<file path="src/rtl/al_pkg.sv">
package al_pkg;
  typedef enum logic [0:0] {
    AL_RUN  = 1'b0,
    AL_WALK = 1'b1
  } al_mode_e;
endpackage

</file>
<file path="src/rtl/al_ptrs.sv">
module al_ptrs #(
  parameter  int DEPTH = 32,
  localparam int IDX_W = $clog2(DEPTH),
  localparam int PTR_W = IDX_W + 1
) (
  input  logic             clk,
  input  logic             rst,
  input  logic             alloc_en,
  input  logic             retire_en,
  input  logic             collapse_en,
  output logic [PTR_W-1:0] head_ptr,
  output logic [PTR_W-1:0] tail_ptr,
  output logic             is_empty,
  output logic             is_full
);
  logic [PTR_W-1:0] head_q, tail_q;

  always_ff @(posedge clk) begin
    if (rst) begin
      head_q <= '0;
      tail_q <= '0;
    end else begin
      if (retire_en) head_q <= head_q + PTR_W'(1);
      if (collapse_en)   tail_q <= head_q;
      else if (alloc_en) tail_q <= tail_q + PTR_W'(1);
    end
  end

  assign head_ptr = head_q;
  assign tail_ptr = tail_q;
  assign is_empty = (head_q == tail_q);
  assign is_full  = (head_q[IDX_W] != tail_q[IDX_W]) &&
                    (head_q[IDX_W-1:0] == tail_q[IDX_W-1:0]);
endmodule

</file>
<file path="src/rtl/al_entry_ram.sv">
module al_entry_ram #(
  parameter  int DEPTH = 32,
  parameter  int ENT_W = 44,
  parameter  int RD_N  = 5,
  localparam int IDX_W = $clog2(DEPTH)
) (
  input  logic                      clk,
  input  logic                      we,
  input  logic [IDX_W-1:0]          waddr,
  input  logic [ENT_W-1:0]          wdata,
  input  logic [RD_N-1:0][IDX_W-1:0] raddr,
  output logic [RD_N-1:0][ENT_W-1:0] rdata
);
  logic [ENT_W-1:0] mem [DEPTH];

  always_ff @(posedge clk) begin
    if (we) mem[waddr] <= wdata;
  end

  for (genvar r = 0; r < RD_N; r++) begin : g_rd
    assign rdata[r] = mem[raddr[r]];
  end
endmodule

</file>
<file path="src/rtl/al_flags.sv">
module al_flags #(
  parameter  int DEPTH = 32,
  localparam int IDX_W = $clog2(DEPTH)
) (
  input  logic             clk,
  input  logic             rst,
  input  logic             alloc_en,
  input  logic [IDX_W-1:0] alloc_idx,
  input  logic             cmpl_en,
  input  logic [IDX_W-1:0] cmpl_idx,
  input  logic             cmpl_exc,
  input  logic [IDX_W-1:0] rd_idx,
  output logic             rd_done,
  output logic             rd_exc
);
  logic [DEPTH-1:0] done_q, exc_q;

  always_ff @(posedge clk) begin
    if (rst) begin
      done_q <= '0;
      exc_q  <= '0;
    end else begin
      if (alloc_en) begin
        done_q[alloc_idx] <= 1'b0;
        exc_q[alloc_idx]  <= 1'b0;
      end
      if (cmpl_en) begin
        done_q[cmpl_idx] <= 1'b1;
        exc_q[cmpl_idx]  <= cmpl_exc;
      end
    end
  end

  assign rd_done = done_q[rd_idx];
  assign rd_exc  = exc_q[rd_idx];
endmodule

</file>
<file path="src/rtl/al_undo_walk.sv">
module al_undo_walk #(
  parameter  int IDX_W  = 5,
  parameter  int UNDO_W = 4,
  localparam int PTR_W  = IDX_W + 1
) (
  input  logic [PTR_W-1:0]              walk_ptr,
  input  logic [PTR_W-1:0]              head_ptr,
  output logic [UNDO_W-1:0][IDX_W-1:0]  lane_addr,
  output logic [UNDO_W-1:0]             lane_live,
  output logic                          last_group,
  output logic [PTR_W-1:0]              next_walk
);
  logic [PTR_W-1:0] remaining;

  assign remaining  = walk_ptr - head_ptr;
  assign last_group = (remaining <= PTR_W'(UNDO_W));
  assign next_walk  = walk_ptr - PTR_W'(UNDO_W);

  for (genvar g = 0; g < UNDO_W; g++) begin : g_lane
    logic [PTR_W-1:0] pos;
    assign pos          = walk_ptr - PTR_W'(g + 1);
    assign lane_addr[g] = pos[IDX_W-1:0];
    assign lane_live[g] = (remaining > PTR_W'(g));
  end
endmodule

</file>
<file path="src/rtl/active_list.sv">
module active_list
  import al_pkg::*;
#(
  parameter  int DEPTH  = 32,
  parameter  int PC_W   = 32,
  parameter  int LREG_W = 5,
  parameter  int PREG_W = 6,
  parameter  int UNDO_W = 4,
  localparam int IDX_W  = $clog2(DEPTH)
) (
  input  logic                     clk,
  input  logic                     rst,
  input  logic                     disp_valid,
  input  logic [PC_W-1:0]          disp_pc,
  input  logic                     disp_has_dst,
  input  logic [LREG_W-1:0]        disp_ldst,
  input  logic [PREG_W-1:0]        disp_old_preg,
  output logic                     disp_ready,
  output logic [IDX_W-1:0]         disp_idx,
  input  logic                     cmpl_valid,
  input  logic [IDX_W-1:0]         cmpl_idx,
  input  logic                     cmpl_exc,
  output logic                     ret_valid,
  output logic [PC_W-1:0]          ret_pc,
  output logic                     free_valid,
  output logic [PREG_W-1:0]        free_preg,
  output logic [UNDO_W-1:0]        undo_valid,
  output logic [UNDO_W*LREG_W-1:0] undo_ldst,
  output logic [UNDO_W*PREG_W-1:0] undo_preg,
  output logic                     rec_done,
  output logic [PC_W-1:0]          rec_pc,
  output logic                     empty
);
  localparam int PTR_W   = IDX_W + 1;
  localparam int ENT_W   = 1 + LREG_W + PREG_W + PC_W;
  localparam int RD_N    = UNDO_W + 1;
  localparam int PREG_LO = PC_W;
  localparam int LDST_LO = PC_W + PREG_W;
  localparam int HAS_BIT = ENT_W - 1;

  al_mode_e mode_q;
  logic     walking;

  logic [PTR_W-1:0] head_ptr, tail_ptr, walk_q, next_walk;
  logic             empty_w, full_w;
  logic             head_done, head_exc;
  logic             head_ready, commit_en, start_walk, finish_walk, accept;
  logic [PC_W-1:0]  fault_pc_q;

  logic [RD_N-1:0][IDX_W-1:0]   rd_addr;
  logic [RD_N-1:0][ENT_W-1:0]   rd_data;
  logic [UNDO_W-1:0][IDX_W-1:0] lane_addr;
  logic [UNDO_W-1:0]            lane_live;
  logic                         last_group;
  logic [ENT_W-1:0]             head_ent;

  // ---------------- control decisions ----------------
  assign walking     = (mode_q == AL_WALK);
  assign head_ent    = rd_data[0];
  assign head_ready  = !walking && !empty_w && head_done;
  assign commit_en   = head_ready && !head_exc;
  assign start_walk  = head_ready && head_exc;
  assign finish_walk = walking && last_group;
  assign disp_ready  = !walking && !full_w && !start_walk;
  assign accept      = disp_valid && disp_ready;
  assign disp_idx    = tail_ptr[IDX_W-1:0];
  assign empty       = empty_w;

  // ---------------- pointers ----------------
  al_ptrs #(.DEPTH(DEPTH)) u_ptrs (
    .clk         (clk),
    .rst         (rst),
    .alloc_en    (accept),
    .retire_en   (commit_en),
    .collapse_en (finish_walk),
    .head_ptr    (head_ptr),
    .tail_ptr    (tail_ptr),
    .is_empty    (empty_w),
    .is_full     (full_w)
  );

  // ---------------- per-entry status bits ----------------
  al_flags #(.DEPTH(DEPTH)) u_flags (
    .clk       (clk),
    .rst       (rst),
    .alloc_en  (accept),
    .alloc_idx (tail_ptr[IDX_W-1:0]),
    .cmpl_en   (cmpl_valid),
    .cmpl_idx  (cmpl_idx),
    .cmpl_exc  (cmpl_exc),
    .rd_idx    (head_ptr[IDX_W-1:0]),
    .rd_done   (head_done),
    .rd_exc    (head_exc)
  );

  // ---------------- rollback lane addressing ----------------
  al_undo_walk #(.IDX_W(IDX_W), .UNDO_W(UNDO_W)) u_walk (
    .walk_ptr   (walk_q),
    .head_ptr   (head_ptr),
    .lane_addr  (lane_addr),
    .lane_live  (lane_live),
    .last_group (last_group),
    .next_walk  (next_walk)
  );

  assign rd_addr[0] = head_ptr[IDX_W-1:0];
  for (genvar g = 0; g < UNDO_W; g++) begin : g_rdmap
    assign rd_addr[g+1] = lane_addr[g];
  end

  // ---------------- entry payload storage ----------------
  al_entry_ram #(.DEPTH(DEPTH), .ENT_W(ENT_W), .RD_N(RD_N)) u_ram (
    .clk   (clk),
    .we    (accept),
    .waddr (tail_ptr[IDX_W-1:0]),
    .wdata ({disp_has_dst, disp_ldst, disp_old_preg, disp_pc}),
    .raddr (rd_addr),
    .rdata (rd_data)
  );

  // ---------------- mode and walk pointer ----------------
  always_ff @(posedge clk) begin
    if (rst) begin
      mode_q     <= AL_RUN;
      walk_q     <= '0;
      fault_pc_q <= '0;
    end else if (start_walk) begin
      mode_q     <= AL_WALK;
      walk_q     <= tail_ptr;
      fault_pc_q <= head_ent[PC_W-1:0];
    end else if (walking) begin
      if (last_group) mode_q <= AL_RUN;
      else            walk_q <= next_walk;
    end
  end

  // ---------------- registered outputs ----------------
  always_ff @(posedge clk) begin
    if (rst) begin
      ret_valid  <= 1'b0;
      ret_pc     <= '0;
      free_valid <= 1'b0;
      free_preg  <= '0;
      rec_done   <= 1'b0;
      rec_pc     <= '0;
      undo_valid <= '0;
      undo_ldst  <= '0;
      undo_preg  <= '0;
    end else begin
      ret_valid  <= commit_en;
      ret_pc     <= head_ent[PC_W-1:0];
      free_valid <= commit_en && head_ent[HAS_BIT];
      free_preg  <= head_ent[PREG_LO +: PREG_W];
      rec_done   <= finish_walk;
      rec_pc     <= fault_pc_q;
      for (int g = 0; g < UNDO_W; g++) begin
        undo_valid[g]                 <= walking && lane_live[g] && rd_data[g+1][HAS_BIT];
        undo_ldst[g*LREG_W +: LREG_W] <= rd_data[g+1][LDST_LO +: LREG_W];
        undo_preg[g*PREG_W +: PREG_W] <= rd_data[g+1][PREG_LO +: PREG_W];
      end
    end
  end
endmodule

</file>
<file path="config.mk">
export PLATFORM = sky130hd
export DESIGN_NAME = active_list
export DESIGN_NICKNAME = d
export VERILOG_FILES = /design/src/rtl/al_pkg.sv /design/src/rtl/al_ptrs.sv /design/src/rtl/al_entry_ram.sv /design/src/rtl/al_flags.sv /design/src/rtl/al_undo_walk.sv /design/src/rtl/active_list.sv
export SDC_FILE = /design/constraint.sdc
export NUM_CORES = 2
export LEC_CHECK = 0
export ABC_AREA = 0
export BUFFER_PORTS_ARGS = -buffer_cell sky130_fd_sc_hd__buf_4
export CAP_MARGIN = 20
export CORE_MARGIN = 2
export CORE_UTILIZATION = 45
export DETAILED_ROUTE_END_ITERATION = 12
export MAX_ROUTING_LAYER = met4
export PLACE_DENSITY_LB_ADDON = 0.08
export SYNTH_ARGS = -nofsm -noshare
export SYNTH_HDL_FRONTEND = slang
export SYNTH_SLANG_ARGS = --single-unit
</file>
<file path="constraint.sdc">
create_clock -name clk -period 21.7 [get_ports clk]
set_input_delay 3.255 -clock clk [delete_from_list [all_inputs] [get_ports clk]]
set_output_delay 3.255 -clock clk [all_outputs]
set_load 0.1 [all_outputs]
</file>
==> summary.md <==
| Metric | Value |
|---|---|
| Post-DR wirelength/cell | 34.06 um |
| Final worst-path cycle share | 0.3401 |
| Worst-case vdd ir drop | 0.09697 mV |
| Synth Area in Adders | 0.003237 |
| Seq/Total Area, Yosys | 0.6552 |
| Total of fill cells in the finished design | 12.36k |
| Max-slew violation count | 0 |
| Maximum level of the CTS H-tree | 4 |
| Static power due to leakage | 24.64 nW |
| Syn-to-layout area delta | 14.07% |
| Total detailed-routing wirelength | 202700 um |
| Number of antenna violations at the first check in global routing | 4 |
| Clk root buf | sky130_fd_sc_hd__clkbuf_16 |
| Via count of the first global-routing pass | 39.08k |
| Hold Crit Class | reg2reg |
| First-pass GRT wire length | 289100 um |
| Layout Skew | 0.04348 ns |
| HPWL reported at the end of detailed placement | 112000 um |
| Clk slew on worst S/H paths | 0.06 ns |
| Worst slew pin tran | 1.212 ns |
| Count of flip-flops with a built-in enable after synthesis | 1408 |
| TritonCTS Sinks | 1649 |
| Most frequent cells after synthesis | sky130_fd_sc_hd__edfxtp_1, sky130_fd_sc_hd__mux4_2, sky130_fd_sc_hd__dfxtp_1 |
| Parity-gate share of the synthesized area counting xor and xnor cells | 0.002802 |
| DRC violations left | 0 |
| Largest buffer count on any clock path | 3 |
| Area of the mapped netlist | 0.07189 mm2 |
| CP required | 18.45 ns |
| Worst rel slew slack | 0.1919 |
| Pin count of the biggest net entering global routing | 189 |
| Kind of end point of the critical path | primary output |
| Status | finished clean |
| Number of resized instances in the post-cts repair step | 0 |
| Height of the die | 403.7 um |
| Proportion of synthesized area in mux cells | 0.2801 |
| Compound-cell area share of the yosys netlist | 0.01485 |
| Post-synthesis net count | 3609 |
| Iteration-0 DRC count of the detailed router | 3782 |
| Unrepaired setup endpoints after global routing | false |
| Highest achievable clock rate | 0.1355 GHz |
| Worst endpoint data arrival time | 4.13 ns |
| Vias per cell | 6.429 |
| Critical-path maximum fanout | 53 |
| Dominant cell type by area after synthesis | sky130_fd_sc_hd__edfxtp_1 |
| CTS Buf Count | 175 |
| Fraction of layout instances using a drive strength above 1 | 0.3643 |
| Final critical-path required period | 7.380 ns |
| Die X | 403.7 um |
| Final hold violations | 0 |
| FP Rows | 146 |
| Total power density per cell area | 82.31 mW/mm2 |
| Number of maximum-capacitance constraint violations | 0 |
| Count leader, synth | sky130_fd_sc_hd__edfxtp_1 |
| Source of the critical timing path | u_ptrs.head_ptr[0] |
| Number of nets in the finished design | 3801 |
| Main combinational cell family by area after synthesis | multiplexers |
| Die footprint | 0.1630 mm2 |
| Area of the placeable core | 0.1586 mm2 |
| Total of hold buffers inserted after clock tree synthesis | 0 |
| Vias after detailed routing | 38.27k |
| Synthesized netlist cell count | 3537 |
| Top Ports | 182 |
| Worst reg2reg startpoint | u_ptrs.head_ptr[0] |
| Portion of synthesized cell area occupied by the leading cell type | 0.5881 |
| Final setup vio count | 0 |
| Antenna violation net count after detailed routing | 0 |
| Pre-antenna DRT Iters | 7 |
| Count of buffers inserted at the top-level ports | 181 |
| Total Routing Usage GR | 0.2572 |
| Clock insertion delay at the later pin of the skew report | 0.81 ns |
| Fraction of the mapped netlist area in simple logic gates | 0.02814 |
| Startpoint of the tightest hold check path | fault_pc_q[30] |
| Post-CTS Repair Setup Buffers | 0 |
| Most used flip-flop cell after synthesis | sky130_fd_sc_hd__edfxtp_1 |
| Main area contributors after synthesis | sky130_fd_sc_hd__edfxtp_1, sky130_fd_sc_hd__mux4_2, sky130_fd_sc_hd__dfxtp_1, sky130_fd_sc_hd__mux2i_1, sky130_fd_sc_hd__clkbuf_1 |
| Number of distinct library cells after synthesis | 53 |
| Yosys reg bits | 1649 |
| Crit start category | flop |
| Critical path class | reg2out |
| Clock tree from TritonCTS | yes |
| Total overflow reported by the global router | 0 |
| Total Power Consumption | 0.006750 W |
| Ys Warns | 0 |
| Starting density of the core | 0.4534 |
| Weighted congestion reported at the end of routability-driven placement | 0.8689 |
| Final sum of negative setup slack | 0 ns |
| Async set or reset register ratio after synthesis | 0 |
| Mean instance size in the synthesized netlist | 20.33 um2 |
## flip-flops by register name, indices dropped and copies added, names as in the netlist, named ones only
register,count
mode_q,1
free_valid,1
free_preg,6
undo_preg,24
rec_pc,32
walk_q,6
u_ptrs.head_ptr,6
u_flags.done_q,32
ret_valid,1
rec_done,1
u_ptrs.tail_ptr,6
u_ram.mem,1408
u_flags.exc_q,32
ret_pc,32
fault_pc_q,32
undo_valid,4
undo_ldst,20
## cells in the final DEF (no fill, tap or decap), types with 44 or more instances in the layout
master	Yosys	layout
sky130_fd_sc_hd__dfxtp_1	241	234
sky130_fd_sc_hd__clkbuf_16	0	186
sky130_fd_sc_hd__o22ai_1	63	63
sky130_fd_sc_hd__buf_4	7	274
sky130_fd_sc_hd__a211oi_1	44	44
sky130_fd_sc_hd__mux2i_1	225	225
sky130_fd_sc_hd__mux4_2	793	793
sky130_fd_sc_hd__edfxtp_1	1408	1408
sky130_fd_sc_hd__nor2_1	137	136
sky130_fd_sc_hd__nand2_1	54	54
## layer usage
metal | vias to the layer above | GRT usage | wire length (um)
li1 | 15460 | - | -
met1 | 20880 | 0.3328 | 81440
met2 | 1541 | 0.4198 | 102100
met3 | 382 | 0.04190 | 12270
met4 | 0 | 0.08176 | 6870
met5 | - | - | 0
## cells by family after synthesis
family,count (synthesis)
adder cells (fa/ha/maj),18
AND/OR/NAND/NOR,385
buffers and inverters,285
AO/OA/AOI/OAI,157
multiplexers,1020
flip-flops,1649
XOR/XNOR,23
## cell type report
class,count,area [um2],area share
multi-input combinational,1603,23990,0.2925
tap,2072,2592,0.03161
inverter,20,77.57,0.0009459
clock inverter,93,1033,0.01260
antenna,4,10.01,0.0001221
sequential,1649,47130,0.5747
clock buffer,231,4977,0.06069
timing repair buffer,280,2195,0.02676
## where the power goes
part           leakage, nW  internal, W  switching [W]
registers             14.7      0.00346      0.0000102
logic                 7.06    0.0000478       0.000156
clock network         2.92      0.00180        0.00128
## metrics by stage
stage	instance area [um2]	hold WS, ns	worst slack, ns	cells	util
2_1_floorplan	71890	0.4388	12.14	3537	-
3_5_place_dp	75900	0.4543	15.06	5621	0.4787
5_1_grt	82000	0.4748	14.11	5951	0.5172
6_report	82010	0.4587	14.32	5952	0.5172
4_1_cts	81910	0.4644	14.34	5945	0.5166
3_3_place_gp	75900	0.4469	15.12	5621	0.4787
## worst paths after layout
kind | endpoint | depth (start not counted) | slack [ns]
worst max-delay path | disp_ready | 8 | 14.32
worst min-delay path | rec_pc[30] | 1 | 0.46
worst max register to register | u_ram.mem[6][18] | 9 | 16.41
worst min register to register | rec_pc[30] | 1 | 0.46
## worst max-delay path: stages, from the launching register on
cell	delay, ns
sky130_fd_sc_hd__dfxtp_1	0.64
sky130_fd_sc_hd__buf_4	0.39
sky130_fd_sc_hd__nor2_1	0.08
sky130_fd_sc_hd__a22oi_1	0.28
sky130_fd_sc_hd__a311oi_1	0.21
sky130_fd_sc_hd__nor4_1	0.40
sky130_fd_sc_hd__and3_4	0.90
sky130_fd_sc_hd__nor3_1	0.12
sky130_fd_sc_hd__buf_4	0.28
No activity file was read; power rests on OpenSTA's default activity.
